==> config.mk <==
export PLATFORM = sky130hd
export DESIGN_NAME = classSeq
export DESIGN_NICKNAME = d
export VERILOG_FILES = /design/src/rtl/classSeqPkg.sv /design/src/rtl/classSeqCtrl.sv /design/src/rtl/classSeqDatapath.sv /design/src/rtl/classSeq.sv
export SDC_FILE = /design/constraint.sdc
export NUM_CORES = 1
export LEC_CHECK = 0
export BUFFER_PORTS_ARGS = -buffer_cell sky130_fd_sc_hd__buf_2
export CAP_MARGIN = 20
export CORE_MARGIN = 2
export CORE_UTILIZATION = 35
export DETAILED_ROUTE_END_ITERATION = 8
export PLACE_DENSITY = 0.55
export SLEW_MARGIN = 25
export SYNTH_ARGS = -nofsm -noshare
export SYNTH_HDL_FRONTEND = slang
export SYNTH_SLANG_ARGS = --single-unit
==> constraint.sdc <==
create_clock -name clk -period 5.9 [get_ports clk]
set_clock_uncertainty 0.15 [all_clocks]
set_input_delay 0.295 -clock clk [delete_from_list [all_inputs] [get_ports clk]]
set_output_delay 0.295 -clock clk [all_outputs]
set_load 0.1 [all_outputs]
==> src/rtl/classSeqPkg.sv <==
package classSeqPkg;
  localparam int ADDR_W  = 12;
  localparam int INSTR_W = 64;
  localparam int FIELD_W = 16;
  localparam int REC_W   = 32;

  localparam logic [3:0] OP_CMP  = 4'd0;
  localparam logic [3:0] OP_LTH  = 4'd1;
  localparam logic [3:0] OP_LTE  = 4'd2;
  localparam logic [3:0] OP_GTH  = 4'd3;
  localparam logic [3:0] OP_GTE  = 4'd4;
  localparam logic [3:0] OP_BLT  = 4'd5;
  localparam logic [3:0] OP_BLE  = 4'd6;
  localparam logic [3:0] OP_BGT  = 4'd7;
  localparam logic [3:0] OP_BGE  = 4'd8;
  localparam logic [3:0] OP_TAB4 = 4'd9;
  localparam logic [3:0] OP_TAB8 = 4'd10;
  localparam logic [3:0] OP_EXE  = 4'd11;

  typedef struct packed {
    logic [3:0]         op;
    logic [3:0]         regSel;
    logic [FIELD_W-1:0] mask;
    logic [FIELD_W-1:0] cmpConst;
    logic [ADDR_W-1:0]  falseAddr;
    logic [ADDR_W-1:0]  trueAddr;
  } instr_t;

  typedef struct packed {
    logic loadStart;
    logic loadInstr;
    logic loadMasked;
    logic commit;
    logic emitRecord;
    logic emitDefault;
  } strobes_t;

  typedef enum logic [2:0] {
    PH_IDLE, PH_FETCH, PH_DECODE, PH_MASK, PH_COMPARE
  } phase_e;
endpackage

==> src/rtl/classSeqCtrl.sv <==
module classSeqCtrl
  import classSeqPkg::*;
#(
  parameter int WDOG_LIMIT = 256
) (
  input  logic     clk,
  input  logic     rstN,
  input  logic     startValid,
  input  logic     isExe,
  output strobes_t stb,
  output logic     memRe,
  output logic     busy
);
  localparam int WD_W = $clog2(WDOG_LIMIT) + 1;
  localparam logic [WD_W-1:0] WD_LAST = WD_W'(WDOG_LIMIT - 1);

  phase_e phase, phaseNext;
  logic [WD_W-1:0] wdCount;
  logic budgetOut;

  assign budgetOut = (wdCount == WD_LAST);

  always_comb begin
    phaseNext = phase;
    stb = '0;
    unique case (phase)
      PH_IDLE: if (startValid) begin
        stb.loadStart = 1'b1;
        phaseNext = PH_FETCH;
      end
      PH_FETCH:  phaseNext = PH_DECODE;
      PH_DECODE: begin
        stb.loadInstr = 1'b1;
        phaseNext = PH_MASK;
      end
      PH_MASK: begin
        stb.loadMasked = 1'b1;
        phaseNext = PH_COMPARE;
      end
      PH_COMPARE: begin
        if (isExe) begin
          stb.emitRecord = 1'b1;
          phaseNext = PH_IDLE;
        end else if (budgetOut) begin
          stb.emitDefault = 1'b1;
          phaseNext = PH_IDLE;
        end else begin
          stb.commit = 1'b1;
          phaseNext = PH_FETCH;
        end
      end
      default: phaseNext = PH_IDLE;
    endcase
  end

  always_ff @(posedge clk or negedge rstN) begin
    if (!rstN) begin
      phase   <= PH_IDLE;
      wdCount <= '0;
    end else begin
      phase <= phaseNext;
      if (stb.loadStart)   wdCount <= '0;
      else if (stb.commit) wdCount <= wdCount + 1'b1;
    end
  end

  assign memRe = (phase == PH_FETCH);
  assign busy  = (phase != PH_IDLE);
endmodule

==> src/rtl/classSeqDatapath.sv <==
module classSeqDatapath
  import classSeqPkg::*;
#(
  parameter int HDR_W = 256,
  parameter logic [REC_W-1:0] DEFAULT_REC = 32'hBAD0_0BAD
) (
  input  logic               clk,
  input  logic               rstN,
  input  strobes_t           stb,
  input  logic [ADDR_W-1:0]  startAddr,
  input  logic [HDR_W-1:0]   header,
  input  logic [INSTR_W-1:0] memData,
  output logic [ADDR_W-1:0]  pcOut,
  output logic               isExe,
  output logic               recValid,
  output logic [REC_W-1:0]   record,
  output logic               recForced
);
  localparam int NUM_FIELDS = HDR_W / FIELD_W;
  localparam int SEL_W = $clog2(NUM_FIELDS);

  logic [HDR_W-1:0]   hdrReg;
  logic [ADDR_W-1:0]  pc, nextPc;
  instr_t             instrReg;
  logic [FIELD_W-1:0] maskedReg;
  logic [FIELD_W-1:0] fieldArr [NUM_FIELDS];
  logic               cond;

  generate
    for (genvar g = 0; g < NUM_FIELDS; g++) begin : gField
      assign fieldArr[g] = hdrReg[g*FIELD_W +: FIELD_W];
    end
  endgenerate

  // Compare unit: full-width and low-byte unsigned tests.
  always_comb begin
    logic [7:0] lowA, lowB;
    lowA = maskedReg[7:0];
    lowB = instrReg.cmpConst[7:0];
    unique case (instrReg.op)
      OP_CMP:  cond = (maskedReg == instrReg.cmpConst);
      OP_LTH:  cond = (maskedReg <  instrReg.cmpConst);
      OP_LTE:  cond = (maskedReg <= instrReg.cmpConst);
      OP_GTH:  cond = (maskedReg >  instrReg.cmpConst);
      OP_GTE:  cond = (maskedReg >= instrReg.cmpConst);
      OP_BLT:  cond = (lowA <  lowB);
      OP_BLE:  cond = (lowA <= lowB);
      OP_BGT:  cond = (lowA >  lowB);
      OP_BGE:  cond = (lowA >= lowB);
      default: cond = 1'b0;
    endcase
  end

  // Next-address unit.
  always_comb begin
    unique case (instrReg.op)
      OP_TAB4: nextPc = instrReg.trueAddr + ADDR_W'(maskedReg[3:0]);
      OP_TAB8: nextPc = instrReg.trueAddr + ADDR_W'(maskedReg[7:0]);
      default: nextPc = cond ? instrReg.trueAddr : instrReg.falseAddr;
    endcase
  end

  always_ff @(posedge clk or negedge rstN) begin
    if (!rstN) begin
      hdrReg    <= '0;
      pc        <= '0;
      instrReg  <= '0;
      maskedReg <= '0;
      recValid  <= 1'b0;
      record    <= '0;
      recForced <= 1'b0;
    end else begin
      if (stb.loadStart) begin
        hdrReg <= header;
        pc     <= startAddr;
      end
      if (stb.loadInstr)  instrReg  <= instr_t'(memData);
      if (stb.loadMasked) maskedReg <= fieldArr[instrReg.regSel[SEL_W-1:0]] & instrReg.mask;
      if (stb.commit)     pc        <= nextPc;
      recValid <= stb.emitRecord | stb.emitDefault;
      if (stb.emitRecord) begin
        record    <= instrReg[REC_W-1:0];
        recForced <= 1'b0;
      end else if (stb.emitDefault) begin
        record    <= DEFAULT_REC;
        recForced <= 1'b1;
      end
    end
  end

  assign pcOut = pc;
  assign isExe = (instrReg.op == OP_EXE);
endmodule

==> src/rtl/classSeq.sv <==
module classSeq
  import classSeqPkg::*;
#(
  parameter int HDR_W = 256,
  parameter int WDOG_LIMIT = 256,
  parameter logic [31:0] DEFAULT_REC = 32'hBAD0_0BAD
) (
  input  logic         clk,
  input  logic         rstN,
  input  logic         startValid,
  input  logic [11:0]  startAddr,
  input  logic [HDR_W-1:0] header,
  output logic         busy,
  output logic         memRe,
  output logic [11:0]  memAddr,
  input  logic [63:0]  memData,
  output logic         recValid,
  output logic [31:0]  record,
  output logic         recForced
);
  strobes_t stb;
  logic isExe;

  classSeqCtrl #(.WDOG_LIMIT(WDOG_LIMIT)) ctrl (
    .clk(clk), .rstN(rstN), .startValid(startValid), .isExe(isExe),
    .stb(stb), .memRe(memRe), .busy(busy)
  );

  classSeqDatapath #(.HDR_W(HDR_W), .DEFAULT_REC(DEFAULT_REC)) dp (
    .clk(clk), .rstN(rstN), .stb(stb), .startAddr(startAddr), .header(header),
    .memData(memData), .pcOut(memAddr), .isExe(isExe), .recValid(recValid),
    .record(record), .recForced(recForced)
  );
endmodule

==> results.cfg <==
[global_route]
use_met2 = 0.415
grt.met3_usage = 0.0350
grt_remaining_overflow = 0
grt_use_met1 = 0.305
grt_pass1_wl_mm = 96.9
antenna_found_initial = 0
grt_use_total = 0.240
grt_max_degree = 258
busiest_layer = met2
grt_pass1_vias = 16370

[yosys]
ys.flop_type = dfrtp_1
yosysUniqueCellTypes = 59
synth_edf_count = 0
synth_top_area_cell = dfrtp_1
ys_warn_count = 0
ys_async_sr_fraction = 1.00
avgSynthCellArea_sq_um = 10.0
synth_area_leaders = dfrtp_1 (55%), nand2_1 (18%), mux4_2 (10%), mux2_2 (3.0%), ha_1 (1.8%)
synth_seq_cells = 394
syn_area_sq_um = 17900
syn_inst = 1787
syn-num-nets = 2149
seq_area_frac_synth = 0.551
synth_top_area_frac = 0.551

[timing]
drv_slew = 0
setup_slack_ns = 2.71
finalSetupViolations = 0
tns_ns = 0
rsz0062_at_grt = false
finalCritPeriodShare = 0.541
worst_pin_slew_ns = 1.05
fmax_ghz = 0.313
fin_crit_ns = 3.19
slew-limit-headroom = 0.303
hold_viol = 0

[detailed_routing]
vias = 15563
routed_wirelength_mm = 63.7
drc = 0
via_per_inst = 4.92
routedWlPerCell_um = 20.1
ant_nets = 0
drt_iter0_drc = 1132
drt-pass1-iter-count = 5

[final_layout]
num_antenna_cells = 0
final_nets = 2823
finalNonFillerCells = 3166
area_growth_pct = 41.3
drive_above_1_share = 0.244
final.fill_count = 4571

[setup_path]
slowest_stage = clkinv_1
crit_start = ctrl.wdCount[0]
crit_top_cell = ha_1
critPathKind = flip-flop to flip-flop
startpoint_type = flip-flop
r2r-end = dp.record[22]
worstReg2RegStart = ctrl.wdCount[0]
cp.required_ns = 6.21
cp_slowest_stage_delay_ns = 0.75
reg2reg_slack_ns = 2.71
critPathMaxFanout = 18
rr_worst_depth = 8
critical_path.cell_chain = ha_1, nand3_1, nor2_1, ha_1, nand2b_1, nand2_1, clkinv_1, o22a_1
endpoint_kind = flip-flop
critical_path_arrival_ns = 3.50
worst-path-buf-inv = 1
critical-path-top-delay-family = simple AND/OR/NAND/NOR gates

[placement]
io_buffers = 382
hpwl_mm = 43.6
post-place-ws_ns = 2.63
gp_congestion = 0.875
placed_cells = 2752

[clocking]
clk_latency_ns = 0.60
cts_sinks = 394
cts_tree = built
clkTransAtPathRegs_ns = 0.06
cts_buffers = 45
root_buffer = clkbuf_16
clockBufferDepth = 3
h-tree-depth = 2

[floorplan]
die_w_um = 230
rows = 82
die_area_sq_um = 52900
core_area_sq_um = 50300
fp.dieH_um = 230
start_util = 0.356
io_pins = 383

[worst_hold_path]
min_from = startAddr[0]
hold_path_end = dp.pcOut[0]
min_path_type = input pin to flip-flop
holdPathStages = 3

[power]
vdd.ir_drop.worst_mv = 0.264
power_mw = 13.8
powerDensity_nw_per_um2 = 546
p_leak_nw = 12.6

[outcome]
status = finished clean

[flow_run]
max_cap_viol_count = 0
==> stage by stage <==
step / utilization / instance area [sq um] / hold slack [ns]
global route: 0.503 / 25300 / 0.0141
CTS: 0.502 / 25200 / 0.00563
global placement: 0.406 / 20400 / 0.254
floorplan: - / 17900 / -0.151
detailed placement: 0.406 / 20400 / 0.261
finish: 0.503 / 25300 / 0.0425
==> final cells by class <==
type,instances,area [sq um],area share
Tap cell,672,841,0.0333
Clock inverter,11,138,0.00544
Clock buffer,69,1380,0.0544
Timing Repair Buffer,727,5410,0.214
Sequential cell,394,9870,0.390
Multi-Input combinational cell,1265,7540,0.298
Inverter,28,105,0.00416
==> metal layers <==
layer | vias up | part of all wire
li1 | 7243 | -
met1 | 7594 | 0.41
met2 | 605 | 0.49
met3 | 121 | 0.057
met4 | 0 | 0.037
met5 | - | 0
==> registers in the layout, summed over array words and instances (netlist names) <==
signal	cells
ctrl.phase	3
ctrl.wdCount	9
dp.hdrReg	256
dp.instrReg	64
dp.maskedReg	16
dp.pcOut	12
dp.recForced	1
dp.recValid	1
dp.record	32
==> worst max-delay path by stage <==
| stage | endpoint | slack, ns | cells after the start |
|---|---|---|---|
| 4_1_cts | dp.maskedReg[1] | 2.61 | 5 |
| 5_1_grt | dp.maskedReg[1] | 2.48 | 5 |
| 2_1_floorplan | ctrl.phase[1] | 2.66 | 2 |
| 6_report | dp.record[22] | 2.71 | 8 |
| 3_5_place_dp | dp.maskedReg[1] | 2.63 | 5 |
| 3_3_place_gp | dp.maskedReg[0] | 2.66 | 5 |
==> synth_stat cells, drive strengths merged, types with 3 or more instances <==
| master | count |
|---|---|
| a211oi | 3 |
| a21o | 3 |
| a21oi | 24 |
| a22o | 13 |
| a31oi | 4 |
| and2 | 7 |
| buf | 17 |
| clkbuf | 83 |
| dfrtp | 394 |
| ha | 26 |
| inv | 26 |
| mux2 | 47 |
| mux2i | 12 |
| mux4 | 80 |
| nand2 | 855 |
| nand2b | 4 |
| nand3 | 27 |
| nand4 | 5 |
| nor2 | 38 |
| nor2b | 7 |
| nor3 | 11 |
| nor3b | 3 |
| o211ai | 3 |
| o21ai | 35 |
| o22a | 10 |
| o31ai | 7 |
| xnor2 | 8 |
| xor2 | 6 |
==> tightest hold or removal path, cell delays in order <==
cell      delay (ns)
buf_2           0.10
mux2i_1         0.20
a221oi_1        0.13
==> where the power goes <==
| part | internal [mW] | total, mW | leakage [nW] | switching (mW) |
|---|---|---|---|---|
| clock network | 1.66 | 2.83 | 0.749 | 1.17 |
| logic | 2.36 | 5.93 | 6.97 | 3.56 |
| registers | 3.96 | 5.06 | 4.92 | 1.10 |
| total | 7.98 | 13.8 | 12.6 | 5.83 |
==> placed cells by master, fill, tap and decap left out, types with 13 or more instances in the layout <==
cell type	count
a21oi_1	24
a22o_1	13
buf_2	381
clkbuf_16	45
clkbuf_8	16
dfrtp_1	391
dlygate4sd3_1	333
ha_1	26
inv_1	26
mux2_2	47
mux4_2	80
nand2_1	854
nand3_1	27
nor2_1	37
o21ai_0	34
==> kinds of logic (layout without fill, tap and decap cells) <==
group	count (synthesis)	count (layout)	share of synthesized area
flops	394	394	0.551
mux	139	139	0.137
compound gates	120	120	0.0454
simple gates	965	965	0.212
buf+inv	128	835	0.0279
xor+xnor	14	14	0.00685
fa+ha+maj	27	27	0.0193
==> what timing repair did <==
item / CTS / global route
gates resized for setup: 0 / 0
hold endpoints to repair: 439 / 0
hold buffers: 333 / 0
setup buffers: 0 / 0
Power figures use the tool's default switching activity.
